### src/rtl/chan_attn_pkg.sv
package chan_attn_pkg;

    localparam int NCH    = 2;
    localparam int AW     = 20;
    localparam int DW     = 16;
    localparam int CODE_W = 3;
    localparam int PRIO_W = 2;
    localparam int HI_W   = AW - DW;

    localparam logic [AW-1:0] OFS_CMD   = AW'(0);
    localparam logic [AW-1:0] OFS_PBL   = AW'(2);
    localparam logic [AW-1:0] OFS_PBH   = AW'(4);
    localparam logic [AW-1:0] OFS_FLAG  = AW'(6);
    localparam logic [AW-1:0] WORD_STEP = AW'(2);

    localparam logic [7:0] FLAG_SET = 8'hFF;
    localparam logic [7:0] FLAG_CLR = 8'h00;

    localparam logic [1:0] BE_LOW  = 2'b01;
    localparam logic [1:0] BE_WORD = 2'b11;

    typedef struct packed {
        logic              space_io;
        logic [PRIO_W-1:0] prio;
        logic              ie;
        logic [CODE_W-1:0] code;
    } cmd_t;

    localparam int CMD_W = $bits(cmd_t);

    typedef enum logic [3:0] {
        S_IDLE,
        S_CMD,
        S_PBL,
        S_PBH,
        S_SET,
        S_PA0,
        S_PA1,
        S_GO,
        S_CLR
    } seq_t;

    function automatic logic [AW-1:0] chan_base(
        input logic [AW-1:0] base,
        input logic [AW-1:0] stride,
        input logic          ch
    );
        return ch ? (base + stride) : base;
    endfunction

    function automatic logic [DW-1:0] flag_word(input logic set);
        return {8'h00, (set ? FLAG_SET : FLAG_CLR)};
    endfunction

endpackage

### src/rtl/ca_attn_edge.sv
module ca_attn_edge (
    input  logic clk,
    input  logic rst,
    input  logic attn_n,
    input  logic sel,
    output logic evt,
    output logic evt_sel
);
    logic attn_prev;

    always_ff @(posedge clk) begin
        if (rst) attn_prev <= 1'b1;
        else     attn_prev <= attn_n;
    end

    assign evt     = attn_prev & ~attn_n;
    assign evt_sel = sel;
endmodule

### src/rtl/ca_chan_ctx.sv
module ca_chan_ctx
    import chan_attn_pkg::*;
#(
    parameter int CH = 0
) (
    input  logic          clk,
    input  logic          rst,
    input  logic          attn_evt,
    input  logic          attn_sel,
    input  logic          ld_cmd,
    input  logic          ld_pbl,
    input  logic          ld_pbh,
    input  logic          ld_pa0,
    input  logic          ld_pa1,
    input  logic          go,
    input  logic          clr_ok,
    input  logic [DW-1:0] rdata,
    input  logic          done,
    input  logic          halt,
    input  logic          irq_ack,
    output logic          attn_pend,
    output logic          fin_pend,
    output cmd_t          cmd,
    output logic [AW-1:0] pb_addr,
    output logic [AW-1:0] prog_addr,
    output logic          irq,
    output logic          err
);
    localparam logic MY_SEL = (CH != 0);

    logic busy;
    logic running;
    logic hit;

    assign hit = attn_evt && (attn_sel == MY_SEL);

    // ownership of the channel: from accepted strobe until clear write done
    always_ff @(posedge clk) begin
        if (rst) begin
            busy      <= 1'b0;
            attn_pend <= 1'b0;
            err       <= 1'b0;
        end else begin
            if (hit && busy)       err <= 1'b1;
            if (hit && !busy) begin
                busy      <= 1'b1;
                attn_pend <= 1'b1;
            end
            if (ld_cmd)            attn_pend <= 1'b0;
            if (clr_ok)            busy      <= 1'b0;
        end
    end

    // latched control-block contents and start address
    always_ff @(posedge clk) begin
        if (rst) begin
            cmd       <= '0;
            pb_addr   <= '0;
            prog_addr <= '0;
        end else begin
            if (ld_cmd) cmd <= cmd_t'(rdata[CMD_W-1:0]);
            if (ld_pbl) pb_addr[DW-1:0]  <= rdata;
            if (ld_pbh) pb_addr[AW-1:DW] <= rdata[HI_W-1:0];
            if (ld_pa0) prog_addr        <= {{HI_W{1'b0}}, rdata};
            if (ld_pa1) prog_addr[AW-1:DW] <= rdata[HI_W-1:0];
        end
    end

    // engine run state and finish request
    always_ff @(posedge clk) begin
        if (rst) begin
            running  <= 1'b0;
            fin_pend <= 1'b0;
        end else begin
            if (go) running <= 1'b1;
            if (running && (done || halt)) begin
                running  <= 1'b0;
                fin_pend <= 1'b1;
            end
            if (clr_ok) fin_pend <= 1'b0;
        end
    end

    // interrupt: acknowledge wins over a same-cycle set
    always_ff @(posedge clk) begin
        if (rst)                irq <= 1'b0;
        else if (irq_ack)       irq <= 1'b0;
        else if (clr_ok && cmd.ie) irq <= 1'b1;
    end
endmodule

### src/rtl/ca_seq.sv
module ca_seq
    import chan_attn_pkg::*;
#(
    parameter logic [AW-1:0] CB_BASE   = 20'h00100,
    parameter logic [AW-1:0] CB_STRIDE = 20'h00010
) (
    input  logic                    clk,
    input  logic                    rst,
    input  logic [NCH-1:0]          attn_pend,
    input  logic [NCH-1:0]          fin_pend,
    input  logic [NCH-1:0]          space_io,
    input  logic [NCH-1:0][AW-1:0]  pb_addr,
    input  logic                    mem_ack,
    output logic                    mem_req,
    output logic                    mem_we,
    output logic [1:0]              mem_be,
    output logic [AW-1:0]           mem_addr,
    output logic [DW-1:0]           mem_wdata,
    output logic [NCH-1:0]          ld_cmd,
    output logic [NCH-1:0]          ld_pbl,
    output logic [NCH-1:0]          ld_pbh,
    output logic [NCH-1:0]          ld_pa0,
    output logic [NCH-1:0]          ld_pa1,
    output logic [NCH-1:0]          go,
    output logic [NCH-1:0]          clr_ok
);
    seq_t            state;
    logic            cur;
    logic [NCH-1:0]  cur_vec;
    logic [AW-1:0]   base;

    assign cur_vec = cur ? 2'b10 : 2'b01;
    assign base    = chan_base(CB_BASE, CB_STRIDE, cur);

    always_ff @(posedge clk) begin
        if (rst) begin
            state <= S_IDLE;
            cur   <= 1'b0;
        end else begin
            case (state)
                S_IDLE: begin
                    if (fin_pend[0]) begin
                        cur <= 1'b0; state <= S_CLR;
                    end else if (fin_pend[1]) begin
                        cur <= 1'b1; state <= S_CLR;
                    end else if (attn_pend[0]) begin
                        cur <= 1'b0; state <= S_CMD;
                    end else if (attn_pend[1]) begin
                        cur <= 1'b1; state <= S_CMD;
                    end
                end
                S_CMD: if (mem_ack) state <= S_PBL;
                S_PBL: if (mem_ack) state <= S_PBH;
                S_PBH: if (mem_ack) state <= S_SET;
                S_SET: if (mem_ack) state <= S_PA0;
                S_PA0: if (mem_ack) state <= space_io[cur] ? S_GO : S_PA1;
                S_PA1: if (mem_ack) state <= S_GO;
                S_GO:  state <= S_IDLE;
                S_CLR: if (mem_ack) state <= S_IDLE;
                default: state <= S_IDLE;
            endcase
        end
    end

    always_comb begin
        mem_req   = 1'b0;
        mem_we    = 1'b0;
        mem_be    = BE_WORD;
        mem_addr  = '0;
        mem_wdata = '0;
        case (state)
            S_CMD: begin mem_req = 1'b1; mem_addr = base + OFS_CMD; end
            S_PBL: begin mem_req = 1'b1; mem_addr = base + OFS_PBL; end
            S_PBH: begin mem_req = 1'b1; mem_addr = base + OFS_PBH; end
            S_SET: begin
                mem_req = 1'b1; mem_we = 1'b1; mem_be = BE_LOW;
                mem_addr = base + OFS_FLAG; mem_wdata = flag_word(1'b1);
            end
            S_PA0: begin mem_req = 1'b1; mem_addr = pb_addr[cur]; end
            S_PA1: begin mem_req = 1'b1; mem_addr = pb_addr[cur] + WORD_STEP; end
            S_CLR: begin
                mem_req = 1'b1; mem_we = 1'b1; mem_be = BE_LOW;
                mem_addr = base + OFS_FLAG; mem_wdata = flag_word(1'b0);
            end
            default: ;
        endcase
    end

    assign ld_cmd = (state == S_CMD && mem_ack) ? cur_vec : '0;
    assign ld_pbl = (state == S_PBL && mem_ack) ? cur_vec : '0;
    assign ld_pbh = (state == S_PBH && mem_ack) ? cur_vec : '0;
    assign ld_pa0 = (state == S_PA0 && mem_ack) ? cur_vec : '0;
    assign ld_pa1 = (state == S_PA1 && mem_ack) ? cur_vec : '0;
    assign go     = (state == S_GO)             ? cur_vec : '0;
    assign clr_ok = (state == S_CLR && mem_ack) ? cur_vec : '0;
endmodule

### src/rtl/chan_attn_ctrl.sv
module chan_attn_ctrl
    import chan_attn_pkg::*;
#(
    parameter logic [AW-1:0] CB_BASE   = 20'h00100,
    parameter logic [AW-1:0] CB_STRIDE = 20'h00010
) (
    input  logic                       clk,
    input  logic                       rst,
    input  logic                       attn_n_i,
    input  logic                       sel_i,
    input  logic [NCH-1:0]             done_i,
    input  logic [NCH-1:0]             halt_i,
    input  logic [NCH-1:0]             irq_ack_i,
    output logic                       mem_req_o,
    output logic                       mem_we_o,
    output logic [1:0]                 mem_be_o,
    output logic [AW-1:0]              mem_addr_o,
    output logic [DW-1:0]              mem_wdata_o,
    input  logic                       mem_ack_i,
    input  logic [DW-1:0]              mem_rdata_i,
    output logic [NCH-1:0]             eng_start_o,
    output logic [NCH-1:0][CODE_W-1:0] eng_cmd_o,
    output logic [NCH-1:0][PRIO_W-1:0] eng_prio_o,
    output logic [NCH-1:0][AW-1:0]     eng_pb_addr_o,
    output logic [NCH-1:0][AW-1:0]     eng_prog_addr_o,
    output logic [NCH-1:0]             irq_o,
    output logic [NCH-1:0]             err_o
);
    logic                   evt, evt_sel;
    logic [NCH-1:0]         attn_pend, fin_pend, space_io;
    logic [NCH-1:0]         ld_cmd, ld_pbl, ld_pbh, ld_pa0, ld_pa1, go, clr_ok;
    logic [NCH-1:0][AW-1:0] pb_addr;
    cmd_t                   cmd [NCH];

    ca_attn_edge u_edge (
        .clk     (clk),
        .rst     (rst),
        .attn_n  (attn_n_i),
        .sel     (sel_i),
        .evt     (evt),
        .evt_sel (evt_sel)
    );

    for (genvar c = 0; c < NCH; c++) begin : g_ch
        ca_chan_ctx #(.CH(c)) u_ctx (
            .clk       (clk),
            .rst       (rst),
            .attn_evt  (evt),
            .attn_sel  (evt_sel),
            .ld_cmd    (ld_cmd[c]),
            .ld_pbl    (ld_pbl[c]),
            .ld_pbh    (ld_pbh[c]),
            .ld_pa0    (ld_pa0[c]),
            .ld_pa1    (ld_pa1[c]),
            .go        (go[c]),
            .clr_ok    (clr_ok[c]),
            .rdata     (mem_rdata_i),
            .done      (done_i[c]),
            .halt      (halt_i[c]),
            .irq_ack   (irq_ack_i[c]),
            .attn_pend (attn_pend[c]),
            .fin_pend  (fin_pend[c]),
            .cmd       (cmd[c]),
            .pb_addr   (pb_addr[c]),
            .prog_addr (eng_prog_addr_o[c]),
            .irq       (irq_o[c]),
            .err       (err_o[c])
        );
        assign space_io[c]      = cmd[c].space_io;
        assign eng_cmd_o[c]     = cmd[c].code;
        assign eng_prio_o[c]    = cmd[c].prio;
        assign eng_pb_addr_o[c] = pb_addr[c];
    end

    ca_seq #(.CB_BASE(CB_BASE), .CB_STRIDE(CB_STRIDE)) u_seq (
        .clk       (clk),
        .rst       (rst),
        .attn_pend (attn_pend),
        .fin_pend  (fin_pend),
        .space_io  (space_io),
        .pb_addr   (pb_addr),
        .mem_ack   (mem_ack_i),
        .mem_req   (mem_req_o),
        .mem_we    (mem_we_o),
        .mem_be    (mem_be_o),
        .mem_addr  (mem_addr_o),
        .mem_wdata (mem_wdata_o),
        .ld_cmd    (ld_cmd),
        .ld_pbl    (ld_pbl),
        .ld_pbh    (ld_pbh),
        .ld_pa0    (ld_pa0),
        .ld_pa1    (ld_pa1),
        .go        (go),
        .clr_ok    (clr_ok)
    );

    assign eng_start_o = go;
endmodule

### config.mk
export PLATFORM = sky130hd
export DESIGN_NAME = chan_attn_ctrl
export DESIGN_NICKNAME = d
export VERILOG_FILES = /design/src/rtl/chan_attn_pkg.sv /design/src/rtl/ca_attn_edge.sv /design/src/rtl/ca_chan_ctx.sv /design/src/rtl/ca_seq.sv /design/src/rtl/chan_attn_ctrl.sv
export SDC_FILE = /design/constraint.sdc
export NUM_CORES = 1
export LEC_CHECK = 0
export CORE_AREA = 2 2 103 125
export CTS_CLUSTER_SIZE = 16
export DETAILED_ROUTE_END_ITERATION = 16
export DIE_AREA = 0 0 105 127
export MAX_ROUTING_LAYER = met4
export PLACE_DENSITY = 0.85
export SYNTH_ARGS = -nofsm -noshare
export SYNTH_HDL_FRONTEND = slang
export SYNTH_SLANG_ARGS = --single-unit
### constraint.sdc
create_clock -name clk -period 2.8 [get_ports clk]
set_input_delay 0.42 -clock clk [delete_from_list [all_inputs] [get_ports clk]]
set_output_delay 0.42 -clock clk [all_outputs]
set_load 0.005 [all_outputs]
==> results of run 1 <==
-- stage by stage --
stage               power [µW]   util  TNS [ns]
detailed placement        2130  0.575         0
finish                    3490  0.621         0
global route              3620  0.621   -0.0906
floorplan                 1970      -         0
global placement          2130  0.575         0
CTS                       3490  0.609     -1.26
-- kinds of logic after synthesis --
| family | count (synthesis) |
|---|---|
| xor gates and xnor gates | 15 |
| AOI/OAI and AO/OA | 105 |
| buffers and inverters | 87 |
| adders and majority gates | 1 |
| DFF | 112 |
| other | 2 |
| and+or+nand+nor | 230 |
| muxes | 75 |
-- worst max-delay path by stage --
stage	cells after the start	slack (ns)	end
after global routing	8	-0.03	mem_addr_o[3]
after detailed placement	8	0.05	mem_addr_o[17]
after CTS	8	-0.19	mem_addr_o[17]
final	8	0.05	mem_addr_o[3]
after floorplan	9	0.54	mem_addr_o[7]
after global placement	8	0.12	mem_addr_o[15]
-- worst reg2reg max path, stage by stage, from the launching register on --
cell	delay, ns
dfxtp_1	0.53
buf_4	0.21
nor2b_1	0.29
nand3b_1	0.22
or3_1	0.36
buf_4	0.24
mux2i_1	0.21
nor2_1	0.06
-- registers in the layout, indices dropped and copies added, names as in the netlist --
| register | count |
|---|---|
| g_ch.u_ctx.pb_addr | 40 |
| g_ch.u_ctx.prog_addr | 40 |
| g_ch.u_ctx.cmd | 14 |
| u_seq.state | 4 |
| g_ch.u_ctx.attn_pend | 2 |
| g_ch.u_ctx.busy | 2 |
| g_ch.u_ctx.err | 2 |
| g_ch.u_ctx.fin_pend | 2 |
| g_ch.u_ctx.irq | 2 |
| g_ch.u_ctx.running | 2 |
| u_edge.attn_prev | 1 |
| u_seq.cur | 1 |
-- cell usage in the layout (no fill, tap or decap), types with 3 or more instances in the layout --
master | synthesis | final
nand4b_1 | 3 | 3
nor3_1 | 11 | 11
a21oi_1 | 48 | 47
o21ai_1 | 3 | 3
clkbuf_2 | 0 | 4
conb_1 | 2 | 9
buf_4 | 35 | 38
xnor2_1 | 13 | 13
nor2b_1 | 4 | 3
o22ai_1 | 16 | 16
nand3b_1 | 3 | 3
nor2_1 | 88 | 88
nor3b_1 | 3 | 3
inv_1 | 10 | 9
clkbuf_16 | 0 | 9
nand3_1 | 4 | 4
nor3_4 | 2 | 3
o21ai_0 | 7 | 7
nand2_1 | 82 | 82
mux2i_1 | 73 | 70
dlymetal6s2s_1 | 0 | 10
buf_6 | 1 | 5
nand4_1 | 6 | 6
dfxtp_1 | 112 | 111
a211oi_1 | 4 | 3
clkdlybuf4s50_1 | 0 | 136
a21o_1 | 3 | 3
a22oi_1 | 10 | 10
-- metal layers --
metal	part of all wire	up-vias	GRT usage
li1	-	2387	-
met1	0.41	2398	0.275
met2	0.50	205	0.394
met3	0.067	28	0.0413
met4	0.018	0	0.0761
met5	0	-	-
-- power breakdown --
group	total [µW]	internal, µW	leakage, µW	switching [µW]
sequential	1670	1620	0.000905	41.8
combinational	460	218	0.00190	242
clock	1370	809	0.000156	556
total	3490	2650	0.00296	839
-- timing repair --
action,4_1_cts,5_1_grt
endpoints found under the setup margin,16,17
cloned,1,1
setup buffers,3,11
resized for setup,12,37
pin swaps,2,9
-- cell type report --
type / count / area, µm² / area share
multi-input cells: 435 / 2760 / 0.371
flip-flops and latches: 112 / 2250 / 0.301
repair buffers: 196 / 1880 / 0.253
clock buffers: 11 / 243 / 0.0326
well taps: 161 / 201 / 0.0270
clock inverters: 4 / 77.6 / 0.0104
inverters: 11 / 41.3 / 0.00554
==> results.md, run 1 <==
- Status: finished, final reports clean
- Crit end category: output pin
- Clk slew on worst S/H paths: 0.07 ns
- Post-route insts no fill: a little over 900
- Crit path largest cell delay: 0.53 ns
- CTS Buffer Depth: 2
- Lkg Pwr: slightly below 0.003 µW
- Vias: about 5000
- Wire per inst: roughly 17 µm
- Routability cong.: 0.889
- Final nets: slightly below 800
- Cell accounting for the most synthesized area: dfxtp_1
- Synth Area in Adders: 0.00233
- Endpoints failing hold: 0
- Initial antenna violation count: 0
- Final worst path period share: 0.984
- Post-Place Cells: 900
- Endpoint, Worst Hold: g_ch[1].u_ctx.prog_addr[7]
- IO Count: 163
- Fillcell total: 1004
- Vias in the first global route: 4540
- Crit Reg-Reg Startpoint: u_seq.state[1]
- Synthesized flop and latch total: 112
- Die area: 13300 µm²
- Pre-CTS setup slack: 0.0455 ns
- Antenna Cells: 0
- GRT overflow: 0
- Worst-Margin Slew: 0.872 ns
- Post-synthesis compound-gate area fraction: 0.122
- Row cnt: 44
- Starting Density: 0.447
- R2r worst-path depth: 7
- IO Port Bufs: roughly 150
- Top cells by area, synth: dfxtp_1 42%, mux2i_1 14%, nor2_1 6.2%
- Layout cells sized above 1: 0.114
- Slew headroom: 0.419
- Post-Syn Area per Cell: 8.56 µm²
- Kind of critical path: register to output pin
- Worst Setup Slack, final: 0.0454 ns
- Clk_lat worst skew: 0.34 ns
- Worst path top cell family by delay: buffers and inverters
- Starting DRC count in detailed routing: between 300 and 400
- Top cell by count, worst path: buf_4
- Sequential area share after synthesis: 0.418
- Synthesized area: 5370 µm²
- Slew Limit Fails: 0
- Maximum vdd drop: 0.336 mV
- Yosys top cell area share: 0.418
- Clk sink count: around 110
- Worst R2R Setup Slack: 0.54 ns
- Largest net degree at the start of global routing: 86
- Drt total wl: 16000 µm
- Core Region: 12000 µm²
- CP Launch Point: u_seq.cur
- WP data arrival: 2.33 ns
- Yosys cell types: 60
- CP cell instances: buf_4 > mux2i_2 > inv_1 > ha_4 > buf_4 > xor2_1 > o22ai_1 > clkdlybuf4s50_1
- # setup viols final: 0
- Synth cell count leaders: 112 x dfxtp_1, 88 x nor2_1, 82 x nand2_1, 73 x mux2i_1, 48 x a21oi_1
- Hold path cells: 2
- Area Overhead vs Synth: 38.8%
- Antenna viol nets, final: 0
- Main flop type after synthesis: dfxtp_1
- CP startpoint kind: register
- Reg-to-reg endpoint: g_ch[1].u_ctx.pb_addr[8]
- Die Ht: 127 µm
- Asr flop ratio synth: 0
- Synth Area in XOR/XNOR: 0.0245
- Cts bufs inserted: 9
- H-tree depth: 3
- # hold bufs at CTS: 0
- Yosys warns: 0
- # Max-Cap Violations: 0
- TritonCTS clock tree: done
- DRT Pass-1 Iters: 4
- Max FO, Critical Path: 5
- Synth Area in Simple Gates: 0.202
- Cell type of the slowest stage on the worst timing path: clkdlybuf4s50_1
- Placed cell areas: between 6000 and 7000 µm²
- Top-count cell post-synth: dfxtp_1
- Fmax achieved: 363 MHz
- Main combinational cell family by area after synthesis: simple AND/OR/NAND/NOR gates
- Vias per inst: 5.40
- HP Class: register to register
- Hold slack: 0.456 ns
- Mux cell area share after synthesis: 0.140
- DP Wirelength: 11100 µm
- Clk root buf: clkbuf_16
- Post-Syn Instances: between 600 and 700
- Period minus WS final: 2.75 ns
- Post-synth EDFFs: 0
- DRC: 0
- Design area: between 7000 and 8000 µm²
- GRT Total Usage: 0.231
- First-pass GRT wire length: 23900 µm
- Worst Skew: between 0.005 and 0.006 ns
- Worst Hold Launch: g_ch[1].u_ctx.prog_addr[7]
- Worst path bufs/invs: 4
- Die width: approximately 110 µm
- WP data required: about 2.4 ns
- Pwr/cell area: roughly 470 nW/µm²
No activity file was read; power rests on OpenSTA's default activity.
==> run 2, diff against run 1 <==
- MAX_ROUTING_LAYER: met4 -> default
==> results.md, run 2 (synthesis results as in run 1) <==
- Final nets: 790 (was 793)
- Pwr/cell area: 470 nW/µm² (was 469 nW/µm²)
- Clk root buf: clkbuf_16 (unchanged)
- CTS Buffer Depth: 2 (unchanged)
- Die Ht: 127 µm (unchanged)
- Post-route insts no fill: 927 (was 930)
- Vias per inst: 5.30 (was 5.40)
- IO Port Bufs: 153 (unchanged)
- Psw: 845 µW (was 839 µW)
- Die width: 105 µm (unchanged)
- Placed cell areas: 6900 µm² (unchanged)
- Antenna Cells: 0 (unchanged)
- Initial antenna violation count: 0 (unchanged)
- Layout cells sized above 1: 0.104 (was 0.114)
- Drt total wl: 15900 µm (was 16000 µm)
- Area Overhead vs Synth: 38.9% (was 38.8%)
- HP Class: register to register (unchanged)
- DRC: 0 (unchanged)
- Row cnt: 44 (unchanged)
- Worst Setup Slack, final: -0.160 ns (was 0.0454 ns)
- Crit end category: output pin (unchanged)
- CP startpoint kind: register (unchanged)
- IO Count: 163 (unchanged)
- Routability cong.: 0.874 (was 0.889)
- Design area: 7460 µm² (was 7450 µm²)
- Combinational Power Share: 0.133 (was 0.132)
- # hold bufs at CTS: 0 (unchanged)
- Final worst path period share: 1.06 (was 0.984)
- First-pass GRT wire length: 23900 µm (about the same)
- RSZ-0062 raised after global routing: true
- Clock network power share: 0.392 (was 0.391)
- Clk slew on worst S/H paths: 0.07 ns (about the same)
- Worst-Margin Slew: 0.867 ns (was 0.872 ns)
- Post-Place Cells: 900 (unchanged)
- Commonest non-fill, non-tap cells in the layout: 140 x clkdlybuf4s50_1, 111 x dfxtp_1, 88 x nor2_1 (was 136 x clkdlybuf4s50_1, 111 x dfxtp_1, 88 x nor2_1)
- Die area: 13300 µm² (unchanged)
- Max FO, Critical Path: 8 (was 5)
- TritonCTS clock tree: done (unchanged)
- Clk_lat worst skew: 0.34 ns (about the same)
- Fmax achieved: 338 MHz (was 363 MHz)
- Lkg Pwr: 0.00293 µW (was 0.00296 µW)
- Top flop regs: g_ch.u_ctx.pb_addr x40, g_ch.u_ctx.prog_addr x40, g_ch.u_ctx.cmd x14 (unchanged)
- Slew Limit Fails: 0 (unchanged)
- Period minus WS final: 2.96 ns (was 2.75 ns)
- Largest net degree at the start of global routing: 86 (unchanged)
- Starting DRC count in detailed routing: 300 (was 358)
- Vias in the first global route: 4537 (was 4540)
- Vias: 4914 (was 5018)
- Kind of critical path: register to output pin (unchanged)
- Fillcell total: 998 (was 1004)
- Wire per inst: 17.1 µm (was 17.2 µm)
- # setup viols final: 6 (was 0)
- Maximum vdd drop: 0.334 mV (was 0.336 mV)
- Net Sw Frac: 0.241 (was 0.240)
- Core Region: 12000 µm² (unchanged)
- Sum Neg Setup Slack: -0.512 ns (was 0 ns)
- Sequential power share: 0.475 (was 0.477)
- Clk sink count: 112 (unchanged)
- Cts bufs inserted: 9 (unchanged)
- # Max-Cap Violations: 0 (unchanged)
- GRT overflow: 0 (unchanged)
- Endpoints failing hold: 0 (unchanged)
- Hold slack: 0.455 ns (was 0.456 ns)
- Status: complete, but fails checks (was finished, final reports clean)
- WP data required: 2.38 ns (about the same)
- H-tree depth: 3 (unchanged)
- Failing checks: negative setup slack
- Slew headroom: 0.422 (was 0.419)
- DP Wirelength: 11100 µm (unchanged)
- GRT Total Usage: 0.224 (was 0.231)
- DRT Pass-1 Iters: 5 (was 4)
- Leading cell type in the layout, fill and taps excluded: clkdlybuf4s50_1 (unchanged)
- Worst Skew: 0.00604 ns (was 0.00545 ns)
- Starting Density: 0.447 (unchanged)
- WP data arrival: 2.54 ns (was 2.33 ns)
- Pre-CTS setup slack: 0.0455 ns (unchanged)
- Antenna viol nets, final: 0 (unchanged)
- Internal: 2660 µW (was 2650 µW)
-- run 2: worst paths after layout --
| path | to | cells after the start | slack [ns] | from |
|---|---|---|---|---|
| hold reg to reg | g_ch[1].u_ctx.prog_addr[13] | 2 | 0.46 | g_ch[1].u_ctx.prog_addr[13] |
| setup / recovery | mem_addr_o[7] | 9 | -0.16 | u_seq.cur |
| hold / removal | g_ch[1].u_ctx.prog_addr[13] | 2 | 0.46 | g_ch[1].u_ctx.prog_addr[13] |
| setup reg to reg | g_ch[1].u_ctx.pb_addr[3] | 7 | 0.62 | u_seq.state[1] |
-- run 2: power groups by stage --
stage	sequential (µW)	combinational [µW]	clock, µW
detailed placement	1700	431	0
global placement	1700	427	0
finish	1670	466	1370
CTS	1660	444	1390
global route	1670	500	1460
floorplan	1680	286	0
-- run 2: worst max-delay path, cell delays in order, from the launching register on --
cell             delay (ns)
dfxtp_4                0.41
buf_12                 0.12
mux2i_2                0.25
inv_1                  0.10
ha_1                   0.22
nor2b_4                0.17
and2_1                 0.16
xor2_1                 0.13
o22ai_1                0.13
clkdlybuf4s50_1        0.52
-- run 2: final cells by class --
class                      instances  area, µm²  share of cell area
sequential                       112       2250               0.301
inverter                          11       41.3             0.00554
tap                              161        201              0.0270
clock inverter                     4       77.6              0.0104
timing repair buffer             193       1910               0.256
clock buffer                      11        243              0.0326
multi-input combinational        435       2740               0.368
-- run 2: layer usage --
layer  routed length [µm]  vias to the layer above  global-route usage
li1                     -                     2369                   -
met1                 6720                     2343               0.274
met2                 8010                      181               0.393
met3                  888                       21              0.0423
met4                  281                        0              0.0784
met5                    0                        -                   0
-- run 2: through the flow --
step,total power (µW),util
2_1_floorplan,1970,-
3_3_place_gp,2130,0.575
3_5_place_dp,2130,0.575
4_1_cts,3490,0.609
5_1_grt,3630,0.621
6_report,3510,0.621
-- run 2: repair_timing --
item,CTS,global route
endpoints found under the setup margin,16,17
gates resized for setup,12,26
pin swaps,2,4
gates cloned,1,1
buffers inserted,3,8
==> run 3, diff against run 2 <==
- ABC_CLOCK_PERIOD_IN_PS: default -> 2800
==> results of run 3 <==
Same layout as run 2: the final DEF is identical, and so are final timing and power.
